`config.mk`:
```
export PLATFORM = sky130hd
export DESIGN_NAME = e1_tx_slot_indicator
export DESIGN_NICKNAME = d
export VERILOG_FILES = /design/src/rtl/e1_tsi_pkg.sv /design/src/rtl/e1_tsi_pos_counter.sv /design/src/rtl/e1_tsi_sync_gen.sv /design/src/rtl/e1_tsi_pin_mux.sv /design/src/rtl/e1_tsi_strobe_gen.sv /design/src/rtl/e1_tx_slot_indicator.sv
export SDC_FILE = /design/constraint.sdc
export NUM_CORES = 1
export LEC_CHECK = 0
export BUFFER_PORTS_ARGS = -buffer_cell sky130_fd_sc_hd__buf_4
export CELL_PAD_IN_SITES_DETAIL_PLACEMENT = 1
export CELL_PAD_IN_SITES_GLOBAL_PLACEMENT = 2
export CORE_MARGIN = 1
export CORE_UTILIZATION = 23
export CTS_CLUSTER_SIZE = 14
export DETAILED_ROUTE_END_ITERATION = 10
export MAX_ROUTING_LAYER = met4
export PLACE_DENSITY = 0.8
export SLEW_MARGIN = 20
export SYNTH_ARGS = -nofsm -noshare
export SYNTH_HDL_FRONTEND = slang
export SYNTH_SLANG_ARGS = --single-unit
```
`constraint.sdc`:
```
create_clock -name clk -period 2.9 [get_ports clk]
set_input_delay 0.58 -clock clk [delete_from_list [all_inputs] [get_ports clk]]
set_output_delay 0.58 -clock clk [all_outputs]
set_load 0.05 [all_outputs]
```
`src/rtl/e1_tsi_pkg.sv`:
```
package e1_tsi_pkg;

   typedef enum logic [1:0] {
      TSRC_EXT = 2'd0,
      TSRC_OSC = 2'd1,
      TSRC_REC = 2'd2,
      TSRC_RSV = 2'd3
   } tmg_src_e;

   // Pin roles while the fractional port is enabled; a neighbour decodes these positions
   localparam int PIN_DATA = 0;
   localparam int PIN_SIG  = 1;
   localparam int PIN_SER  = 2;
   localparam int PIN_OHS  = 3;
   localparam int PIN_MIN  = 4;

   localparam logic STB_GAPPED = 1'b0;
   localparam logic STB_ENABLE = 1'b1;

endpackage

```
`src/rtl/e1_tsi_pos_counter.sv`:
```
module e1_tsi_pos_counter #(
   parameter int BITS_PER_SLOT   = 8,
   parameter int SLOTS_PER_FRAME = 32,
   parameter int FRAMES_PER_MF   = 16,
   localparam int BIT_W   = $clog2(BITS_PER_SLOT),
   localparam int SLOT_W  = $clog2(SLOTS_PER_FRAME),
   localparam int FRAME_W = $clog2(FRAMES_PER_MF)
) (
   input  logic               clk,
   input  logic               rst_n,
   input  logic               ext_mode,
   input  logic               fs_in,
   input  logic               ms_in,
   output logic [BIT_W-1:0]   bit_idx,
   output logic [SLOT_W-1:0]  slot_idx,
   output logic [FRAME_W-1:0] frame_idx
);

   localparam logic [BIT_W-1:0]   BIT_LAST   = BIT_W'(BITS_PER_SLOT - 1);
   localparam logic [SLOT_W-1:0]  SLOT_LAST  = SLOT_W'(SLOTS_PER_FRAME - 1);
   localparam logic [FRAME_W-1:0] FRAME_LAST = FRAME_W'(FRAMES_PER_MF - 1);

   logic [BIT_W-1:0]   bit_q;
   logic [SLOT_W-1:0]  slot_q;
   logic [FRAME_W-1:0] frame_q;
   logic               fs_hit;
   logic               ms_hit;
   logic               bit_wrap;
   logic               slot_wrap;

   // An incoming sync takes effect within the bit period it occupies
   assign fs_hit = ext_mode & fs_in;
   assign ms_hit = ext_mode & ms_in;

   always_comb begin
      bit_idx   = fs_hit ? '0 : bit_q;
      slot_idx  = fs_hit ? '0 : slot_q;
      frame_idx = ms_hit ? '0 : frame_q;
   end

   assign bit_wrap  = (bit_idx == BIT_LAST);
   assign slot_wrap = bit_wrap & (slot_idx == SLOT_LAST);

   always_ff @(posedge clk or negedge rst_n) begin
      if (!rst_n) begin
         bit_q   <= '0;
         slot_q  <= '0;
         frame_q <= '0;
      end else begin
         bit_q <= bit_wrap ? '0 : bit_idx + 1'b1;
         if (bit_wrap) begin
            slot_q <= (slot_idx == SLOT_LAST) ? '0 : slot_idx + 1'b1;
         end else begin
            slot_q <= slot_idx;
         end
         if (slot_wrap) begin
            frame_q <= (frame_idx == FRAME_LAST) ? '0 : frame_idx + 1'b1;
         end else begin
            frame_q <= frame_idx;
         end
      end
   end

endmodule

```
`src/rtl/e1_tsi_sync_gen.sv`:
```
module e1_tsi_sync_gen #(
   parameter int BIT_W   = 3,
   parameter int SLOT_W  = 5,
   parameter int FRAME_W = 4
) (
   input  logic               ext_mode,
   input  logic [BIT_W-1:0]   bit_idx,
   input  logic [SLOT_W-1:0]  slot_idx,
   input  logic [FRAME_W-1:0] frame_idx,
   output logic               frame_start,
   output logic               mf_start,
   output logic               frame_sync_out,
   output logic               mfrm_sync_out,
   output logic               tmg_sync_oe
);

   assign frame_start = (bit_idx == '0) & (slot_idx == '0);
   assign mf_start    = frame_start & (frame_idx == '0);

   // The clock and sync pins point outward only for the internal sources
   assign tmg_sync_oe    = ~ext_mode;
   assign frame_sync_out = tmg_sync_oe & frame_start;
   assign mfrm_sync_out  = tmg_sync_oe & mf_start;

endmodule

```
`src/rtl/e1_tsi_pin_mux.sv`:
```
module e1_tsi_pin_mux
   import e1_tsi_pkg::*;
#(
   parameter int TSN_W = 5,
   parameter int BIT_W = 3
) (
   input  logic             frac_en,
   input  logic [BIT_W-1:0] bit_idx,
   input  logic [TSN_W-1:0] slot_idx,
   input  logic             mf_start,
   input  logic [1:0]       pin_in,
   output logic [TSN_W-1:0] pin_out,
   output logic [TSN_W-1:0] pin_oe,
   output logic             frac_data,
   output logic             sig_data
);

   logic ser_bit;

   // Serial number: MSB in bit 0 of the slot, zero after the last number bit
   always_comb begin
      ser_bit = 1'b0;
      for (int k = 0; k < TSN_W; k++) begin
         if (int'(bit_idx) == k) begin
            ser_bit = slot_idx[TSN_W-1-k];
         end
      end
   end

   for (genvar p = 0; p < TSN_W; p++) begin : g_pin
      if (p == PIN_DATA || p == PIN_SIG) begin : g_in
         assign pin_out[p] = frac_en ? 1'b0 : slot_idx[p];
         assign pin_oe[p]  = ~frac_en;
      end else if (p == PIN_SER) begin : g_ser
         assign pin_out[p] = frac_en ? ser_bit : slot_idx[p];
         assign pin_oe[p]  = 1'b1;
      end else if (p == PIN_OHS) begin : g_ohs
         assign pin_out[p] = frac_en ? mf_start : slot_idx[p];
         assign pin_oe[p]  = 1'b1;
      end else begin : g_spare
         assign pin_out[p] = frac_en ? 1'b0 : slot_idx[p];
         assign pin_oe[p]  = 1'b1;
      end
   end

   assign frac_data = frac_en & pin_in[PIN_DATA];
   assign sig_data  = frac_en & pin_in[PIN_SIG];

endmodule

```
`src/rtl/e1_tsi_strobe_gen.sv`:
```
module e1_tsi_strobe_gen
   import e1_tsi_pkg::*;
#(
   parameter int BITS_PER_SLOT   = 8,
   parameter int SLOTS_PER_FRAME = 32,
   localparam int BIT_W  = $clog2(BITS_PER_SLOT),
   localparam int SLOT_W = $clog2(SLOTS_PER_FRAME)
) (
   input  logic                       clk,
   input  logic                       frac_en,
   input  logic                       strobe_mode,
   input  logic [BIT_W-1:0]           bit_idx,
   input  logic [SLOT_W-1:0]          slot_idx,
   input  logic [SLOTS_PER_FRAME-1:0] slot_mask,
   output logic                       strobe
);

   localparam logic [BIT_W-1:0] BIT_LAST = BIT_W'(BITS_PER_SLOT - 1);

   logic sel;
   logic lsb;

   assign sel = slot_mask[slot_idx];
   assign lsb = (bit_idx == BIT_LAST);

   // The gapped clock rises mid-bit; the selection changes only while clk is high
   always_comb begin
      if (!frac_en) begin
         strobe = lsb;
      end else if (strobe_mode == STB_ENABLE) begin
         strobe = sel;
      end else begin
         strobe = sel & ~clk;
      end
   end

endmodule

```
`src/rtl/e1_tx_slot_indicator.sv`:
```
module e1_tx_slot_indicator
   import e1_tsi_pkg::*;
#(
   parameter int BITS_PER_SLOT   = 8,
   parameter int SLOTS_PER_FRAME = 32,
   parameter int FRAMES_PER_MF   = 16,
   localparam int TSN_W   = $clog2(SLOTS_PER_FRAME),
   localparam int BIT_W   = $clog2(BITS_PER_SLOT),
   localparam int FRAME_W = $clog2(FRAMES_PER_MF)
) (
   input  logic                       clk,
   input  logic                       rst_n,
   input  logic                       cfg_frac_en,
   input  logic                       cfg_strobe_mode,
   input  logic [1:0]                 cfg_tmg_src,
   input  logic [SLOTS_PER_FRAME-1:0] cfg_slot_mask,
   input  logic                       frame_sync_in,
   input  logic                       mfrm_sync_in,
   input  logic [1:0]                 ts_pin_in,
   output logic [TSN_W-1:0]           ts_pin_out,
   output logic [TSN_W-1:0]           ts_pin_oe,
   output logic                       frame_sync_out,
   output logic                       mfrm_sync_out,
   output logic                       tmg_sync_oe,
   output logic                       ts_strobe,
   output logic                       frac_data_out,
   output logic                       sig_data_out
);

   if (SLOTS_PER_FRAME != (1 << TSN_W)) begin : g_bad_slots
      $error("SLOTS_PER_FRAME must be a power of two");
   end
   if (BITS_PER_SLOT != (1 << BIT_W) || BITS_PER_SLOT < TSN_W) begin : g_bad_bits
      $error("BITS_PER_SLOT must be a power of two that holds the serial number");
   end
   if (TSN_W < PIN_MIN) begin : g_bad_pins
      $error("the fractional port needs at least four number pins");
   end
   if (FRAMES_PER_MF < 2 || FRAMES_PER_MF != (1 << FRAME_W)) begin : g_bad_frames
      $error("FRAMES_PER_MF must be a power of two of at least 2");
   end

   logic               ext_mode;
   logic [BIT_W-1:0]   bit_idx;
   logic [TSN_W-1:0]   slot_idx;
   logic [FRAME_W-1:0] frame_idx;
   logic               frame_start;
   logic               mf_start;

   assign ext_mode = (tmg_src_e'(cfg_tmg_src) == TSRC_EXT);

   e1_tsi_pos_counter #(
      .BITS_PER_SLOT  (BITS_PER_SLOT),
      .SLOTS_PER_FRAME(SLOTS_PER_FRAME),
      .FRAMES_PER_MF  (FRAMES_PER_MF)
   ) u_pos (
      .clk      (clk),
      .rst_n    (rst_n),
      .ext_mode (ext_mode),
      .fs_in    (frame_sync_in),
      .ms_in    (mfrm_sync_in),
      .bit_idx  (bit_idx),
      .slot_idx (slot_idx),
      .frame_idx(frame_idx)
   );

   e1_tsi_sync_gen #(
      .BIT_W  (BIT_W),
      .SLOT_W (TSN_W),
      .FRAME_W(FRAME_W)
   ) u_sync (
      .ext_mode      (ext_mode),
      .bit_idx       (bit_idx),
      .slot_idx      (slot_idx),
      .frame_idx     (frame_idx),
      .frame_start   (frame_start),
      .mf_start      (mf_start),
      .frame_sync_out(frame_sync_out),
      .mfrm_sync_out (mfrm_sync_out),
      .tmg_sync_oe   (tmg_sync_oe)
   );

   e1_tsi_pin_mux #(
      .TSN_W(TSN_W),
      .BIT_W(BIT_W)
   ) u_pins (
      .frac_en  (cfg_frac_en),
      .bit_idx  (bit_idx),
      .slot_idx (slot_idx),
      .mf_start (mf_start),
      .pin_in   (ts_pin_in),
      .pin_out  (ts_pin_out),
      .pin_oe   (ts_pin_oe),
      .frac_data(frac_data_out),
      .sig_data (sig_data_out)
   );

   e1_tsi_strobe_gen #(
      .BITS_PER_SLOT  (BITS_PER_SLOT),
      .SLOTS_PER_FRAME(SLOTS_PER_FRAME)
   ) u_stb (
      .clk        (clk),
      .frac_en    (cfg_frac_en),
      .strobe_mode(cfg_strobe_mode),
      .bit_idx    (bit_idx),
      .slot_idx   (slot_idx),
      .slot_mask  (cfg_slot_mask),
      .strobe     (ts_strobe)
   );

endmodule

```
==> reports/qor.csv, run 1 <==
metric,value,unit
"Req. time, crit path",2320,ps
critical path type,clk2out,
"most common cell after layout, fill and taps aside",buf_4,
worst path arrival time,2440,ps
DRT iter0 DRCs,46,
Filler cells,631,
CTS tree,yes,
final WL,4410,um
Mean Syn Cell Area,8.04,sq um
Hold Path Class,in2async,
synth top area cells,"dfrtp_1 (23%), ha_1 (11%), nand2_1 (7.6%)",
global routing's busiest layer,met2,
dominant cell type by area after synthesis,dfrtp_1,
Leak,0.00103,uW
Fin Hold WS,58.9,ps
PortBufs,54,
core footprint,5240,sq um
Seq cells post-synth,12,
GRT overflow,0,
Post-DP Area,1950,sq um
combinational share of power,49.8,%
total design power,1480,uW
Post-Syn Area,1290,sq um
final hold vios,0,
layout net count,289,
Top-Level Pins,58,
post-route clock period utilization,104,%
"EDFF count, synth",0,
Crit Path Max Fanout,2,
clk_skew,3.67,ps
pwr/cell area,670,nW/um^2
via/cell ratio,4.67,
drt drc,0,
register-to-register setup slack,640,ps
WL/cell,14.4,um
initial antenna violation count,0,
failing checks,setup timing,
Initial Utilization,24.6,%
fraction of layout cells with a size suffix above 1,48.9,%
post-route ant nets,0,
startpoint types,clock port,
Vias,1433,
Die Span Y,76.8,um
Synthesis Warnings,0,
antenna fix cells,0,
Final Max Slew Viols,0,
drt pass-1 iters,4,
power share of the clock group,32.6,%
met1 Usage GRT,17.8,%
cell area after layout,2210,sq um
ys async rst share,100,%
CP endpoint kind,primary output,
most frequent cells in the layout,"buf_4 (70), nand2_1 (22), inv_1 (12)",
clock period minus worst slack,3020,ps
worst vdd ir,0.000278,V
"Reg clk slew, reported paths",60,ps
Achievable Freq,334,MHz
Switching Share,40.7,%
Finish-stage setup viols,1,
synth unique cells,42,
Placer Congestion,0.862,
GR Util met2,26.2,%
CTS Hold Bufs,0,
vias in the first global route,1552,
Final WS setup,-120,ps
top_reg_cell synth,dfrtp_1,
"Area growth, synth to finish",71.8,%
max cap viols,0,
Layout Utilization,42.2,%
Tot GR Track Use,16.8,%
Synth top area share,23.3,%
Skew-Pair Late Insertion Delay,350,ps
sequential power share,17.6,%
Chip Width,76.8,um
first-pass GRT wire length,7250,um
"Seq/Total Area, Yosys",23.3,%
status,"finished, violations left",
sw power,602,uW
DIE AREA,5900,sq um
HPWL Detailed,3350,um
P_int,878,uW
largest net degree at the start of global routing,17,
RSZ-0062 raised after global routing,true,
GR Layer Usage met3,7.86,%
FP Rows,26,
synthesized instance count,160,
-- per-layer routing --
metal	wire length (um)	vias to the layer above
met5	0	-
met4	60	0
met3	310	6
met2	2180	47
met1	1860	684
li1	-	696
-- power by group through the flow --
stage	Clock, uW	Combinational, uW	Sequential (uW)
floorplan	46.4	520	221
global placement	55.7	691	264
detailed placement	55.7	697	266
CTS	487	722	264
global route	510	810	268
finish	482	737	261
-- synthesized netlist by cell type, types with 4 or more instances --
cell	count
nand2_1	26
inv_1	14
nand3_1	4
a21oi_1	8
ha_1	11
mux2i_1	8
dfrtp_1	12
buf_4	4
o21ai_0	10
nor2_1	11
-- per-stage QoR --
| step | setup TNS, ps | setup WS [ps] | cells |
|---|---|---|---|
| 4_1_cts | -150 | -150 | 306 |
| 3_3_place_gp | -617 | -233 | 293 |
| 2_1_floorplan | -192 | -102 | 162 |
| 5_1_grt | -215 | -179 | 307 |
| 3_5_place_dp | -710 | -259 | 293 |
| 6_report | -120 | -120 | 307 |
-- state kept, by name, indices dropped and copies added (netlist names) --
register       flops
u_pos.bit_q        3
u_pos.frame_q      4
u_pos.slot_q       5
-- final cells by class --
class / count / area, sq um / share of cell area [%]
clock buffers: 14 / 179 / 8.10
well taps: 70 / 87.6 / 3.96
inverters: 14 / 55.1 / 2.49
flip-flops and latches: 12 / 302 / 13.6
repair buffers: 74 / 574 / 26.0
multi-input cells: 123 / 1010 / 45.8
-- cells by family after synthesis --
family | after synthesis | share of synthesized area [%]
adders and majority gates | 11 | 10.7
AOI/OAI and AO/OA | 33 | 16.4
DFF | 12 | 23.3
xor gates and xnor gates | 4 | 2.72
buffers and inverters | 27 | 13.2
and+or+nand+nor | 60 | 21.8
other | 1 | 0.292
muxes | 12 | 11.5
-- path summary, 6_finish.rpt --
kind | start | to | cells past startpoint
min in group clk | mfrm_sync_in | u_pos.frame_q[3] | 2
worst max register to register | u_pos.slot_q[0] | u_pos.frame_q[3] | 12
worst max-delay path | clk | ts_strobe | 8
max in group asynchronous | rst_n | u_pos.slot_q[1] | 1
worst min register to register | u_pos.bit_q[0] | u_pos.bit_q[0] | 1
worst min-delay path | rst_n | u_pos.slot_q[0] | 1
-- critical path, cell delays in order --
cell	delay, ps
clkbuf_16	130
nand2b_4	70
clkbuf_8	130
nand2_4	50
clkbuf_8	140
nor4_4	140
a32o_2	180
buf_8	150
-- timing repair --
action | CTS | global route
endpoints found under the setup margin | 5 | 4
pin swaps | 8 | 1
buffers inserted | 1 | 1
gates resized for setup | 17 | 7
No activity file was read; power rests on OpenSTA's default activity.
==> run 2: changes to the inputs <==
--- a/config.mk
+++ b/config.mk
@@ -8,12 +8,12 @@
 export BUFFER_PORTS_ARGS = -buffer_cell sky130_fd_sc_hd__buf_4
 export CELL_PAD_IN_SITES_DETAIL_PLACEMENT = 1
 export CELL_PAD_IN_SITES_GLOBAL_PLACEMENT = 2
-export CORE_MARGIN = 1
 export CORE_UTILIZATION = 23
 export CTS_CLUSTER_SIZE = 14
 export DETAILED_ROUTE_END_ITERATION = 10
 export MAX_ROUTING_LAYER = met4
 export PLACE_DENSITY = 0.8
+export SETUP_SLACK_MARGIN = 0.15
 export SLEW_MARGIN = 20
 export SYNTH_ARGS = -nofsm -noshare
 export SYNTH_HDL_FRONTEND = slang
==> reports/qor.csv, run 2 (synthesis results as in run 1) <==
metric,value,unit
status,"finished, violations left",
failing checks,setup timing,
Initial Utilization,24.6,%
cell area after layout,2360,sq um
Fin Hold WS,66.0,ps
crit path from,clk,
core footprint,5240,sq um
clk_skew,2.52,ps
initial antenna violation count,0,
Skew-Pair Late Insertion Delay,350,ps
post-route ant nets,0,
worst vdd ir,0.000339,V
Final WS setup,-723,ps
Largest regs,"u_pos.slot_q (5), u_pos.frame_q (4), u_pos.bit_q (3)",
Vias,1466,
first-pass GRT wire length,7660,um
layout net count,298,
fraction of layout cells with a size suffix above 1,52.8,%
pwr/cell area,726,nW/um^2
dpl ws,-237,ps
Top reg by flops,u_pos.slot_q,
Placer Congestion,0.748,
startpoint types,clock port,
"Req. time, crit path",2320,ps
antenna fix cells,0,
drt drc,0,
Crit Path Max Fanout,2,
DIE AREA,5900,sq um
vias in the first global route,1685,
total design power,1710,uW
CTS Hold Bufs,0,
Finish-stage setup viols,1,
Hold Path Class,in2async,
via/cell ratio,4.64,
Filler cells,613,
"Area growth, synth to finish",83.3,%
Chip Width,76.8,um
Leak,0.00110,uW
CP endpoint kind,primary output,
most frequent cells in the layout,"buf_4 (71), nand2_1 (20), inv_1 (12)",
WL/cell,14.8,um
final WL,4680,um
HPWL Detailed,3350,um
GRT overflow,0,
Final Max Slew Viols,0,
RSZ-0062 raised after global routing,true,
max FFs per register,5,
"most common cell after layout, fill and taps aside",buf_4,
reg-to-reg startpoint,u_pos.slot_q[0],
drt pass-1 iters,4,
critical path type,clk2out,
Post-DP Area,1950,sq um
"Reg clk slew, reported paths",60,ps
Die Span Y,76.8,um
final hold vios,0,
CTS tree,yes,
worst path arrival time,3040,ps
FP Rows,26,
Top-Level Pins,58,
TNS Setup,-723,ps
PortBufs,54,
max cap viols,0,
DRT iter0 DRCs,55,
largest net degree at the start of global routing,17,
Tot GR Track Use,18.0,%
[run 2: what timing repair did]
action	CTS	global route
pin swaps	5	8
resized for setup	16	30
setup buffers	1	3
endpoints found under the setup margin	7	7
cloned	0	0
[run 2: where the power goes]
part | internal [uW] | switching, uW | total (uW)
logic | 378 | 400 | 778
registers | 199 | 54.9 | 254
clock network | 470 | 211 | 681
total | 1050 | 665 | 1710
[run 2: worst max-delay path, stage by stage]
cell      delay, ps
buf_8           100
buf_8           110
buf_8           110
buf_8           110
buf_8           110
nand2b_4         60
buf_8            90
buf_8            80
nand2_4          40
buf_8           130
buf_8           110
nor4_4          220
a32o_2          180
buf_8           140
[run 2: area by class of cell]
cell class	instances	area (sq um)	area share (%)
Clock buffer	20	262	11.1
Sequential cell	12	302	12.8
Multi-Input combinational cell	123	1030	43.8
Timing Repair Buffer	77	617	26.2
Inverter	14	57.6	2.44
Tap cell	70	87.6	3.72
[run 2: layer usage]
| layer | GRT usage (%) | up-vias | wire length, um |
|---|---|---|---|
| li1 | - | 719 | - |
| met1 | 17.5 | 681 | 1950 |
| met2 | 28.1 | 56 | 2340 |
| met3 | 9.40 | 10 | 334 |
| met4 | 11.2 | 0 | 52 |
| met5 | - | - | 0 |
[run 2: final timing paths]
check / to / slack [ps] / depth (start not counted)
min in group clk: u_pos.frame_q[3] / 410 / 2
max reg2reg: u_pos.frame_q[3] / 560 / 13
min: u_pos.slot_q[3] / 70 / 1
max: ts_strobe / -720 / 14
min reg2reg: u_pos.bit_q[0] / 490 / 1
max in group asynchronous: u_pos.slot_q[1] / 2650 / 1
[run 2: per-stage QoR]
stage,cells,utilization [%]
finish,316,45.0
global route,316,45.0
CTS,313,42.8
detailed placement,294,37.2
global placement,294,37.2
floorplan,162,-
